**src/rtl/fpm_pkg.sv**
```systemverilog
package fpm_pkg;

    // Control states of the sequencer
    typedef enum logic [1:0] {
        ST_IDLE  = 2'd0,
        ST_MULT  = 2'd1,
        ST_ROUND = 2'd2,
        ST_DONE  = 2'd3
    } fpm_state_e;

    // Operand classes after decoding
    typedef enum logic [1:0] {
        K_ZERO = 2'd0,
        K_NORM = 2'd1,
        K_INF  = 2'd2,
        K_NAN  = 2'd3
    } fpm_kind_e;

endpackage

```
**src/rtl/fpm_classify.sv**
```systemverilog
module fpm_classify
    import fpm_pkg::*;
#(
    parameter int EXP_W  = 8,
    parameter int FRAC_W = 23
) (
    input  logic [EXP_W-1:0]  exp_i,
    input  logic [FRAC_W-1:0] frac_i,
    output fpm_kind_e         kind_o
);
    localparam logic [EXP_W-1:0] EXP_ONES = {EXP_W{1'b1}};

    // A zero exponent field is read as zero; nonzero fractions are flushed.
    always_comb begin
        if (exp_i == '0)
            kind_o = K_ZERO;
        else if (exp_i == EXP_ONES)
            kind_o = (frac_i == '0) ? K_INF : K_NAN;
        else
            kind_o = K_NORM;
    end
endmodule

```
**src/rtl/fpm_core.sv**
```systemverilog
module fpm_core
    import fpm_pkg::*;
#(
    parameter int EXP_W  = 8,
    parameter int FRAC_W = 23
) (
    input  logic [EXP_W+FRAC_W:0]      op_a_i,
    input  logic [EXP_W+FRAC_W:0]      op_b_i,
    output logic                       spec_o,
    output logic                       spec_inv_o,
    output logic [EXP_W+FRAC_W:0]      spec_res_o,
    output logic                       sign_o,
    output logic [2*(FRAC_W+1)-1:0]    prod_o,
    output logic signed [EXP_W+2:0]    exps_o
);
    localparam int W      = EXP_W + FRAC_W + 1;
    localparam int SIG_W  = FRAC_W + 1;
    localparam int PROD_W = 2 * SIG_W;
    localparam int XW     = EXP_W + 3;
    localparam int BIAS   = (1 << (EXP_W - 1)) - 1;
    localparam logic [W-1:0] QNAN =
        {1'b0, {EXP_W{1'b1}}, 1'b1, {(FRAC_W-1){1'b0}}};

    logic [EXP_W-1:0]  exp_v  [2];
    logic [FRAC_W-1:0] frac_v [2];
    fpm_kind_e         kind_v [2];

    assign exp_v[0]  = op_a_i[W-2 -: EXP_W];
    assign exp_v[1]  = op_b_i[W-2 -: EXP_W];
    assign frac_v[0] = op_a_i[FRAC_W-1:0];
    assign frac_v[1] = op_b_i[FRAC_W-1:0];

    // One decoder per operand
    for (genvar gi = 0; gi < 2; gi++) begin : g_cls
        fpm_classify #(.EXP_W(EXP_W), .FRAC_W(FRAC_W)) u_cls (
            .exp_i  (exp_v[gi]),
            .frac_i (frac_v[gi]),
            .kind_o (kind_v[gi])
        );
    end

    assign sign_o = op_a_i[W-1] ^ op_b_i[W-1];

    // Significand product with hidden ones; lies in [1,4) scaled by 2^(2*FRAC_W)
    assign prod_o = PROD_W'({1'b1, frac_v[0]}) * PROD_W'({1'b1, frac_v[1]});

    // Biased sum with one bias removed, kept signed for the tiny range
    assign exps_o = XW'(exp_v[0]) + XW'(exp_v[1]) - XW'(BIAS);

    // Special-case resolution; NaN first, then zero times infinity
    always_comb begin
        spec_o     = 1'b1;
        spec_inv_o = 1'b0;
        spec_res_o = QNAN;
        if (kind_v[0] == K_NAN || kind_v[1] == K_NAN) begin
            spec_res_o = QNAN;
        end else if ((kind_v[0] == K_INF && kind_v[1] == K_ZERO) ||
                     (kind_v[0] == K_ZERO && kind_v[1] == K_INF)) begin
            spec_res_o = QNAN;
            spec_inv_o = 1'b1;
        end else if (kind_v[0] == K_INF || kind_v[1] == K_INF) begin
            spec_res_o = {sign_o, {EXP_W{1'b1}}, {FRAC_W{1'b0}}};
        end else if (kind_v[0] == K_ZERO || kind_v[1] == K_ZERO) begin
            spec_res_o = {sign_o, {(W-1){1'b0}}};
        end else begin
            spec_o = 1'b0;
        end
    end
endmodule

```
**src/rtl/fpm_round.sv**
```systemverilog
module fpm_round #(
    parameter int EXP_W  = 8,
    parameter int FRAC_W = 23
) (
    input  logic                     sign_i,
    input  logic [2*(FRAC_W+1)-1:0]  prod_i,
    input  logic signed [EXP_W+2:0]  exps_i,
    output logic [EXP_W+FRAC_W:0]    res_o,
    output logic                     ovf_o,
    output logic                     unf_o
);
    localparam int SIG_W   = FRAC_W + 1;
    localparam int PROD_W  = 2 * SIG_W;
    localparam int XW      = EXP_W + 3;
    localparam int EXP_MAX = (1 << EXP_W) - 1;
    localparam int LOW_W   = PROD_W - SIG_W - 2;

    logic              big;
    logic [PROD_W-1:0] nrm;
    logic [XW-1:0]     e1;
    logic              tiny;
    logic [XW-1:0]     sh;
    logic [PROD_W-1:0] shifted;
    logic              lost;
    logic [SIG_W-1:0]  sig;
    logic              g_bit, r_bit, s_bit, up;
    logic [SIG_W:0]    rsum;
    logic [XW-1:0]     ef;

    always_comb begin
        // One-step normalization: leading one moved to the top bit
        big  = prod_i[PROD_W-1];
        nrm  = big ? prod_i : (prod_i << 1);
        e1   = exps_i + XW'(big);
        tiny = e1[XW-1] || (e1 == '0);

        // Denormal alignment; bits shifted out are folded into sticky
        sh      = tiny ? (XW'(1) - e1) : '0;
        shifted = nrm >> sh;
        lost    = ((shifted << sh) != nrm);

        sig   = shifted[PROD_W-1 -: SIG_W];
        g_bit = shifted[PROD_W-SIG_W-1];
        r_bit = shifted[PROD_W-SIG_W-2];
        s_bit = (|shifted[LOW_W-1:0]) | lost;
        up    = g_bit & (r_bit | s_bit | sig[0]);
        rsum  = {1'b0, sig} + (SIG_W+1)'(up);

        ovf_o = 1'b0;
        unf_o = 1'b0;
        ef    = '0;
        if (tiny) begin
            // Hidden position becomes exponent field 1 if rounding reached it
            unf_o = 1'b1;
            res_o = {sign_i, {(EXP_W-1){1'b0}}, rsum[SIG_W-1], rsum[FRAC_W-1:0]};
        end else begin
            // Carry out of rounding renormalizes; fraction is already zero
            ef = e1 + XW'(rsum[SIG_W]);
            if (ef >= XW'(EXP_MAX)) begin
                ovf_o = 1'b1;
                res_o = {sign_i, {EXP_W{1'b1}}, {FRAC_W{1'b0}}};
            end else begin
                res_o = {sign_i, ef[EXP_W-1:0], rsum[FRAC_W-1:0]};
            end
        end
    end
endmodule

```
**src/rtl/fpmul_seq.sv**
```systemverilog
module fpmul_seq
    import fpm_pkg::*;
#(
    parameter int EXP_W  = 8,
    parameter int FRAC_W = 23
) (
    input  logic                     clk,
    input  logic                     rst_n,
    input  logic                     start_i,
    input  logic [EXP_W+FRAC_W:0]    op_a_i,
    input  logic [EXP_W+FRAC_W:0]    op_b_i,
    output logic                     busy_o,
    output logic                     done_o,
    output logic [EXP_W+FRAC_W:0]    prod_o,
    output logic                     ovf_o,
    output logic                     unf_o,
    output logic                     inv_o
);
    localparam int W      = EXP_W + FRAC_W + 1;
    localparam int SIG_W  = FRAC_W + 1;
    localparam int PROD_W = 2 * SIG_W;
    localparam int XW     = EXP_W + 3;
    localparam logic [W-2:0] INF_MAG = {{EXP_W{1'b1}}, {FRAC_W{1'b0}}};
    localparam logic [W-1:0] QNAN    =
        {1'b0, {EXP_W{1'b1}}, 1'b1, {(FRAC_W-1){1'b0}}};

    fpm_state_e state_q, state_d;

    logic [W-1:0]          a_q, b_q;
    logic                  spec_c, spec_inv_c, sign_c;
    logic [W-1:0]          spec_res_c;
    logic [PROD_W-1:0]     prod_c;
    logic signed [XW-1:0]  exps_c;

    logic                  spec_q, spec_inv_q, sign_q;
    logic [W-1:0]          spec_res_q;
    logic [PROD_W-1:0]     prod_q;
    logic signed [XW-1:0]  exps_q;

    logic [W-1:0]          rnd_res;
    logic                  rnd_ovf, rnd_unf;

    // ---------------- state register ----------------
    always_ff @(posedge clk) begin
        if (!rst_n) state_q <= ST_IDLE;
        else        state_q <= state_d;
    end

    // ---------------- next state ----------------
    always_comb begin
        state_d = state_q;
        unique case (state_q)
            ST_IDLE:  if (start_i) state_d = ST_MULT;
            ST_MULT:  state_d = ST_ROUND;
            ST_ROUND: state_d = ST_DONE;
            ST_DONE:  state_d = ST_IDLE;
        endcase
    end

    // ---------------- outputs of the state machine ----------------
    always_comb begin
        busy_o = 1'b1;
        done_o = 1'b0;
        unique case (state_q)
            ST_IDLE:  busy_o = 1'b0;
            ST_MULT:  ;
            ST_ROUND: ;
            ST_DONE:  done_o = 1'b1;
        endcase
    end

    // ---------------- datapath stages ----------------
    fpm_core #(.EXP_W(EXP_W), .FRAC_W(FRAC_W)) u_core (
        .op_a_i     (a_q),
        .op_b_i     (b_q),
        .spec_o     (spec_c),
        .spec_inv_o (spec_inv_c),
        .spec_res_o (spec_res_c),
        .sign_o     (sign_c),
        .prod_o     (prod_c),
        .exps_o     (exps_c)
    );

    fpm_round #(.EXP_W(EXP_W), .FRAC_W(FRAC_W)) u_round (
        .sign_i (sign_q),
        .prod_i (prod_q),
        .exps_i (exps_q),
        .res_o  (rnd_res),
        .ovf_o  (rnd_ovf),
        .unf_o  (rnd_unf)
    );

    always_ff @(posedge clk) begin
        if (!rst_n) begin
            a_q        <= '0;
            b_q        <= '0;
            spec_q     <= 1'b1;
            spec_inv_q <= 1'b0;
            spec_res_q <= '0;
            sign_q     <= 1'b0;
            prod_q     <= '0;
            exps_q     <= '0;
            prod_o     <= '0;
            ovf_o      <= 1'b0;
            unf_o      <= 1'b0;
            inv_o      <= 1'b0;
        end else begin
            if (state_q == ST_IDLE && start_i) begin
                a_q <= op_a_i;
                b_q <= op_b_i;
            end
            if (state_q == ST_MULT) begin
                spec_q     <= spec_c;
                spec_inv_q <= spec_inv_c;
                spec_res_q <= spec_res_c;
                sign_q     <= sign_c;
                prod_q     <= prod_c;
                exps_q     <= exps_c;
            end
            if (state_q == ST_ROUND) begin
                prod_o <= spec_q ? spec_res_q : rnd_res;
                ovf_o  <= !spec_q && rnd_ovf;
                unf_o  <= !spec_q && rnd_unf;
                inv_o  <= spec_q && spec_inv_q;
            end
        end
    end

    // ---------------- assertions ----------------
    assert_done_latency_R11: assert property (@(posedge clk) disable iff (!rst_n)
        (state_q == ST_IDLE && start_i) |-> ##3 done_o);

    assert_done_pulse_R11: assert property (@(posedge clk) disable iff (!rst_n)
        done_o |=> !done_o);

    assert_result_hold_R11: assert property (@(posedge clk) disable iff (!rst_n)
        (state_q != ST_ROUND) |=> $stable(prod_o));

    assert_ignore_start_R12: assert property (@(posedge clk) disable iff (!rst_n)
        (state_q != ST_IDLE) |=> ($stable(a_q) && $stable(b_q)));

    assert_product_range_R2: assert property (@(posedge clk) disable iff (!rst_n)
        (state_q == ST_ROUND && !spec_q) |-> (prod_q[PROD_W-1] || prod_q[PROD_W-2]));

    assert_sign_xor_R1: assert property (@(posedge clk) disable iff (!rst_n)
        (done_o && !(prod_o[W-2 -: EXP_W] == {EXP_W{1'b1}} && prod_o[FRAC_W-1:0] != '0))
        |-> (prod_o[W-1] == (a_q[W-1] ^ b_q[W-1])));

    assert_ovf_inf_R5: assert property (@(posedge clk) disable iff (!rst_n)
        (done_o && ovf_o) |-> (prod_o[W-2:0] == INF_MAG));

    assert_unf_exp_R6: assert property (@(posedge clk) disable iff (!rst_n)
        (done_o && unf_o) |-> (prod_o[W-2 -: EXP_W] <= EXP_W'(1)));

    assert_inv_nan_R9: assert property (@(posedge clk) disable iff (!rst_n)
        (done_o && inv_o) |-> (prod_o == QNAN));

    assert_flags_onehot_R6: assert property (@(posedge clk) disable iff (!rst_n)
        done_o |-> $onehot0({ovf_o, unf_o, inv_o}));
endmodule

```
**config.mk**
```make
export PLATFORM = sky130hd
export DESIGN_NAME = fpmul_seq
export DESIGN_NICKNAME = d
export VERILOG_FILES = /design/src/rtl/fpm_pkg.sv /design/src/rtl/fpm_classify.sv /design/src/rtl/fpm_core.sv /design/src/rtl/fpm_round.sv /design/src/rtl/fpmul_seq.sv
export SDC_FILE = /design/constraint.sdc
export NUM_CORES = 2
export LEC_CHECK = 0
export BUFFER_PORTS_ARGS = -buffer_cell sky130_fd_sc_hd__clkbuf_2
export CORE_MARGIN = 1.5
export CORE_UTILIZATION = 40
export CTS_CLUSTER_SIZE = 20
export DETAILED_ROUTE_END_ITERATION = 8
export PLACE_DENSITY = 0.67
export SYNTH_ARGS = -nofsm -noshare
export SYNTH_HDL_FRONTEND = slang
export SYNTH_SLANG_ARGS = --single-unit
```
**constraint.sdc**
```tcl
create_clock -name clk -period 10.21 [get_ports clk]
set_input_delay 2.042 -clock clk [delete_from_list [all_inputs] [get_ports clk]]
set_output_delay 2.042 -clock clk [all_outputs]
set_load 0.01 [all_outputs]
```
# ---- Yosys cells after proc, flatten, opt, wreduce, memory -nomap -nowiden
# Cells that the tools add are included.
dict set report totals {
  elab_cells 88
  output_inout_bits 37
  input_bits 67
  register_bits 195
}
dict set report classes {
  shifts 2
  magnitude_cmp 1
  n_eq_ne 11
  mux 28
  bitwise 5
  add_sub_neg 6
  n_mul 1
  n_reduce_logical 21
}
# operator n
set ops {}
lappend ops {{2-to-1 mux 32 bit} 5}
lappend ops {{2-to-1 mux 31 bit} 2}
lappend ops {{multiplier 24 x 24 -> 48 bit} 1}
lappend ops {{2-to-1 mux 48 bit} 1}
lappend ops {{inequality test 48 bit} 1}
lappend ops {{left shift 48 x 11 -> 48 bit} 1}
lappend ops {{right shift 48 x 11 -> 48 bit} 1}
lappend ops {{logical NOT 23 bit} 2}
lappend ops {{adder 24 x 1 -> 25 bit} 1}
lappend ops {{adder 11 x 1 -> 11 bit} 2}
lappend ops {{OR reduction 22 bit} 1}
lappend ops {{== test 8 bit, second input constant} 2}
lappend ops {{logical NOT 8 bit} 2}
lappend ops {{2-to-1 mux 1 bit} 13}
lappend ops {{== test 2 bit, second input constant} 6}
lappend ops {{>= comparator 11 x 8 -> 1 bit, second input constant} 1}
lappend ops {{logical NOT 11 bit} 1}
lappend ops {{2-to-1 mux 11 bit} 1}
lappend ops {{subtractor 1 x 11 -> 11 bit, first input constant} 1}
lappend ops {{subtractor 11 x 7 -> 11 bit, second input constant} 1}
lappend ops {{2-to-1 mux 2 bit} 5}
lappend ops {{adder 8 x 8 -> 9 bit} 1}
lappend ops {{case mux 2 bit (4 select lines)} 1}
lappend ops {{logical AND 1 bit} 6}
lappend ops {{other kinds (8)} 16}

# ---- Depth between registers and ports, before layout
dict set report depth {
  depth_word 17
  depth_mapped 41
  ltp_nobuf 38
}

# ---- Hierarchy
# A second synthesis with hierarchy kept.
dict set report hier_totals {
  hier_cells 4817
  hier_area_um2 39536.7
}
# module cells_per_inst area_each_um2 seq_area_each_um2 n_inst
set by_module_without_submodules {}
lappend by_module_without_submodules {fpm_core 2254 19588.8 0.0 1}
lappend by_module_without_submodules {fpm_round 1783 11771.3 0.0 1}
lappend by_module_without_submodules {fpmul_seq 752 7983.9 3903.7 1}
lappend by_module_without_submodules {fpm_classify 14 96.3 0.0 2}

# ---- Worst setup path before layout
# Ideal clock, no wire load.
dict set report synth_path {
  kind {register to register}
  from {register b_q[3]}
  to {register prod_q[47]}
  path_buffers 2
  stages_incl_launch_ff 33
  setup_time_ns 0.128
  synth_period_minus_slack_ns 8.368
  required_ns 10.082
  path_slack_ns 1.842
  t_arrival_ns 8.241
  path_cell_list {dfxtp_1 -> clkbuf_1 -> clkbuf_1 -> nand2_1 -> fa_1 -> inv_1 -> fa_1 -> fa_1 -> fa_1 -> fa_1 -> inv_1 -> fa_1 -> inv_1 -> fa_1 -> ha_1 -> a21o_1 -> a21oi_1 -> o21ai_0 -> a21oi_1 -> nor4b_1 -> nor3_1 -> a221o_1 -> o41ai_1 -> o311ai_0 -> nand2_1 -> o211a_1 -> a31oi_1 -> a31o_2 -> a221o_1 -> a21oi_1 -> xnor2_1 -> mux2i_1 -> nor2_1}
}
dict set report synth_via {
  elab_chain_cells 1
}
# element line_no
set synth_lines {}
lappend synth_lines {{start: declaration} fpmul_seq.sv:29} ;# logic [W-1:0] a_q, b_q;
lappend synth_lines {{start signal: assignment} fpmul_seq.sv:110} ;# b_q <= op_b_i;
lappend synth_lines {{multiplier 24 x 24 -> 48 bit} fpm_core.sv:45} ;# assign prod_o = PROD_W'({1'b1, frac_v[0]}) * PROD_W'({1'b1, frac_v[1]});
lappend synth_lines {{end signal: assignment} fpmul_seq.sv:117} ;# prod_q <= prod_c;
lappend synth_lines {{end: declaration} fpmul_seq.sv:37} ;# logic [PROD_W-1:0] prod_q;
# No other way between the ends.
# A chain may end at the register's enable or synchronous reset.

# ---- Final worst setup path
dict set report layout_path {
  from {register prod_q[47]}
  to {register prod_o[15]}
}
dict set report layout_via {
  elab_chain_cells 17
  elab_cells_between_ends 20
  classes_between {4 x add/sub; 1 x order compare; 1 x eq/ne; 2 x shift; 5 x mux; 4 x bitwise; 3 x reduce/logical}
}
# element line_no
set layout_lines {}
lappend layout_lines {{parallel branches: the longest is 15 deep, another holds adder 24 x 1 -> 25 bit} -}
lappend layout_lines {{2-to-1 mux 31 bit (*)} fpm_round.sv:52} ;# if (tiny) begin
lappend layout_lines {{2-to-1 mux 32 bit (*)} fpmul_seq.sv:121} ;# prod_o <= spec_q ? spec_res_q : rnd_res;
lappend layout_lines {{end signal: assignment} fpmul_seq.sv:121}
lappend layout_lines {{end: declaration} fpmul_seq.sv:14} ;# output logic [EXP_W+FRAC_W:0] prod_o,
# Every way passes the cells marked *.

==> impl_metrics.tcl <==
set metrics [dict create \
    status "finished with violations" \
    violations "max-capacitance violations, max-slew violations" \
    rsz0062_at_grt "false" \
    cts_hold_buf 0 \
    relSlewSlack_pct -0.264 \
    path_clk_slew_ns 0.08 \
    ant_nets 0 \
    portBuffers 103 \
    synth-seq-area-share_pct 9.52 \
    htree_num_levels 4 \
    p_total_w 0.0109 \
    top_layer "met5" \
    hold_path.class "reg2reg" \
    grt_pass1_vias 33926 \
    antenna_found_initial 5 \
    ys.flop_type "dfxtp_1" \
    drt_iter0_markers 4065 \
    die_w_um 298 \
    maxCapViolations 1 \
    setup_tns_ns 0 \
    max_freq_ghz 0.106 \
    cp-endpoint "prod_o[15]" \
    clock_latency_ns 0.51 \
    grt_max_degree 78 \
    worstPathRequired_ns 10.60 \
    clock_sinks 166 \
    cpLargestDelayFamily "simple AND/OR/NAND/NOR gates" \
    root_buffer "clkbuf_16" \
    final_common_cell "nand2_1" \
    regToRegSetupSlack_ns 0.73 \
    dieHeight_um 298 \
    worst-path-buf-inv 5 \
    syn_area_per_cell_um2 7.93 \
    cts_buffers 17 \
    dpl.hpwl_um 112000 \
    core_area_mm2 0.0866 \
    layout_setup_ws_ns 0.733 \
    gp_congestion 1.10 \
    vias_per_cell 6.09 \
    crit_arrival_ns 9.87 \
    maxSlewViolCount 1 \
    regArea_mm2 0.00333 \
    drive_gt1_share_pct 9.83 \
    dr_wl_met3_um 15700 \
    r2r-end "prod_o[15]" \
    fin_cells 5564 \
    overflow 0 \
    worst_slew_pin_slew_ns 1.46 \
    power_frac_seq_pct 9.4 \
    placed_cells 5530 \
    criticalPathCategory "reg2reg" \
    yosys_register_bits 166 \
    drtPass1Iterations 6 \
    p_comb_share_pct 84.1 \
    synth_edf_count 0 \
    fin_crit_ns 9.48 \
    cp_slowest_cell "o41ai_4" \
    initial_core_util_pct 40.3 \
    nets 5138 \
    p_sw_share_pct 64.3 \
    critPathLaunch "prod_q[47]" \
    cts_tree "built" \
    p_leak_nw 16.2 \
    num_io_pins 104 \
    vias 33887 \
    multi_input_area_mm2 0.0284 \
    yosysWarnings 0 \
    layout_common_cells "nand2_1 (631), inv_1 (552), fa_1 (483)" \
    cts.path.max_buffers 2 \
    drt_drc_violations_left 0 \
    p_switching_w 0.00699 \
    die_area_mm2 0.0890 \
    critical_path.max_stage_delay_ns 1.08 \
    path_max_fanout 15 \
    post-route-period-util_pct 92.8 \
    grt_usage_pct 32.2 \
    wl_met2_um 62600 \
    synthesis.nets 5143 \
    fillers 8762 \
    setup.worst_path.start_class "flop" \
    grt_pass1_wl_um 217000 \
    finalSetupViolCount 0 \
    final_util_pct 43.5 \
    hold_violations 0 \
    intPower_w 0.00387 \
    fin_skew_ns 0.0248 \
    rr_worst_depth 38 \
    synthDistinctLibCells 109 \
    wirelength_um 144000 \
    met1Wirelength_um 56300 \
    worst-path-stages 38 \
    rows 108 \
    regToRegStartpoint "prod_q[47]" \
    power_density_mw_per_mm2 289 \
    ys_async_sr_fraction_pct 0 \
    synthCells 4399 \
    clkPwrFrac_pct 6.6 \
    end_kind "flop" \
    pre_cts_ws_ns 0.712 \
    netlist_area_mm2 0.0349 \
    vdd_ir_drop_max_v 0.000179 \
    areaGrowthSynthToFinish_pct 7.84 \
    wl_per_cell_um 25.9 \
]
## metal layers
layer  track usage [%]  vias to the layer above
met5                 0                        -
met4              17.9                        6
met3              7.89                      549
met2              49.5                     2129
met1              41.6                    16453
li1                  -                    14750
## worst min-delay path: cells and delay by family, from the launching register on
kind | cells | cell delay, ns
AOI/OAI and AO/OA | 1 | 0.05
DFF | 1 | 0.32
and+or+nand+nor | 1 | 0.05
## power groups by stage
stage / combinational, W / clock, W / sequential [W]
global placement: 0.00865 / 0 / 0.00102
floorplan: 0.00537 / 0 / 0.000907
global route: 0.00945 / 0.000743 / 0.00104
finish: 0.00913 / 0.000712 / 0.00102
detailed placement: 0.00860 / 0 / 0.00103
CTS: 0.00865 / 0.000724 / 0.00101
## layout make-up
class                   count  share of cell area, %
well taps                1155                   3.84
clock inverters            15                  0.475
diodes                      2                 0.0133
inverters                 556                   5.55
clock buffers              17                   1.13
multi-input cells        3381                   75.4
repair buffers            272                   4.74
flip-flops and latches    166                   8.84
## metrics by stage
step                instance area [µm²]  hold slack (ns)
floorplan                         34900            0.444
global placement                  37000            0.447
detailed placement                37000            0.449
CTS                               37600            0.461
global route                      37600            0.489
finish                            37600            0.462
## kinds of logic (layout without fill, tap and decap cells)
| kind of cell | Yosys count | count (layout) | share of synthesized area (%) |
|---|---|---|---|
| AOI/OAI and AO/OA | 873 | 873 | 17.1 |
| xor gates and xnor gates | 106 | 106 | 2.72 |
| adders and majority gates | 677 | 677 | 34.7 |
| buffers and inverters | 852 | 860 | 9.49 |
| DFF | 166 | 166 | 9.52 |
| muxes | 184 | 184 | 5.52 |
| other | 0 | 2 | 0 |
| and+or+nand+nor | 1541 | 1541 | 21.0 |
## cell usage after synthesis (all sizes together), types with 49 or more instances
cell type    n  area [µm²]
a211oi      54         425
a21oi      239        1200
and2       261        1630
buf         76         400
clkbuf     220         826
dfxtp      166        3320
fa         483        9670
ha         194        2430
inv        554        2080
mux2        49         552
mux2i      134        1350
nand2      635        2390
nand3       89         450
nand4       50         319
nor2       262         983
nor3        84         430
o211ai      50         380
o21ai      157         797
xnor2       80         723
## worst min-delay path by stage
stage          startpoint       to  slack, ns  cells past startpoint
6_report          b_q[16]  b_q[16]       0.46                      2
5_1_grt           b_q[31]  b_q[31]       0.49                      2
4_1_cts           b_q[16]  b_q[16]       0.46                      2
3_5_place_dp      b_q[16]  b_q[16]       0.45                      2
3_3_place_gp      b_q[16]  b_q[16]       0.45                      2
2_1_floorplan  spec_inv_q    inv_o       0.44                      2
## what timing repair did
action / in CTS / in global routing
setup buffers: 0 / 0
setup endpoints to repair: 0 / 2
resized for setup: 0 / 2
endpoints found under the hold margin: 0 / 0
## state kept, by name, summed over array words and instances (netlist names)
register,flops
spec_q,1
spec_res_q,3
a_q,32
b_q,32
state_q,2
spec_inv_q,1
ovf_o,1
inv_o,1
exps_q,11
unf_o,1
prod_o,32
sign_q,1
prod_q,48
No activity file was read; power rests on OpenSTA's default activity.
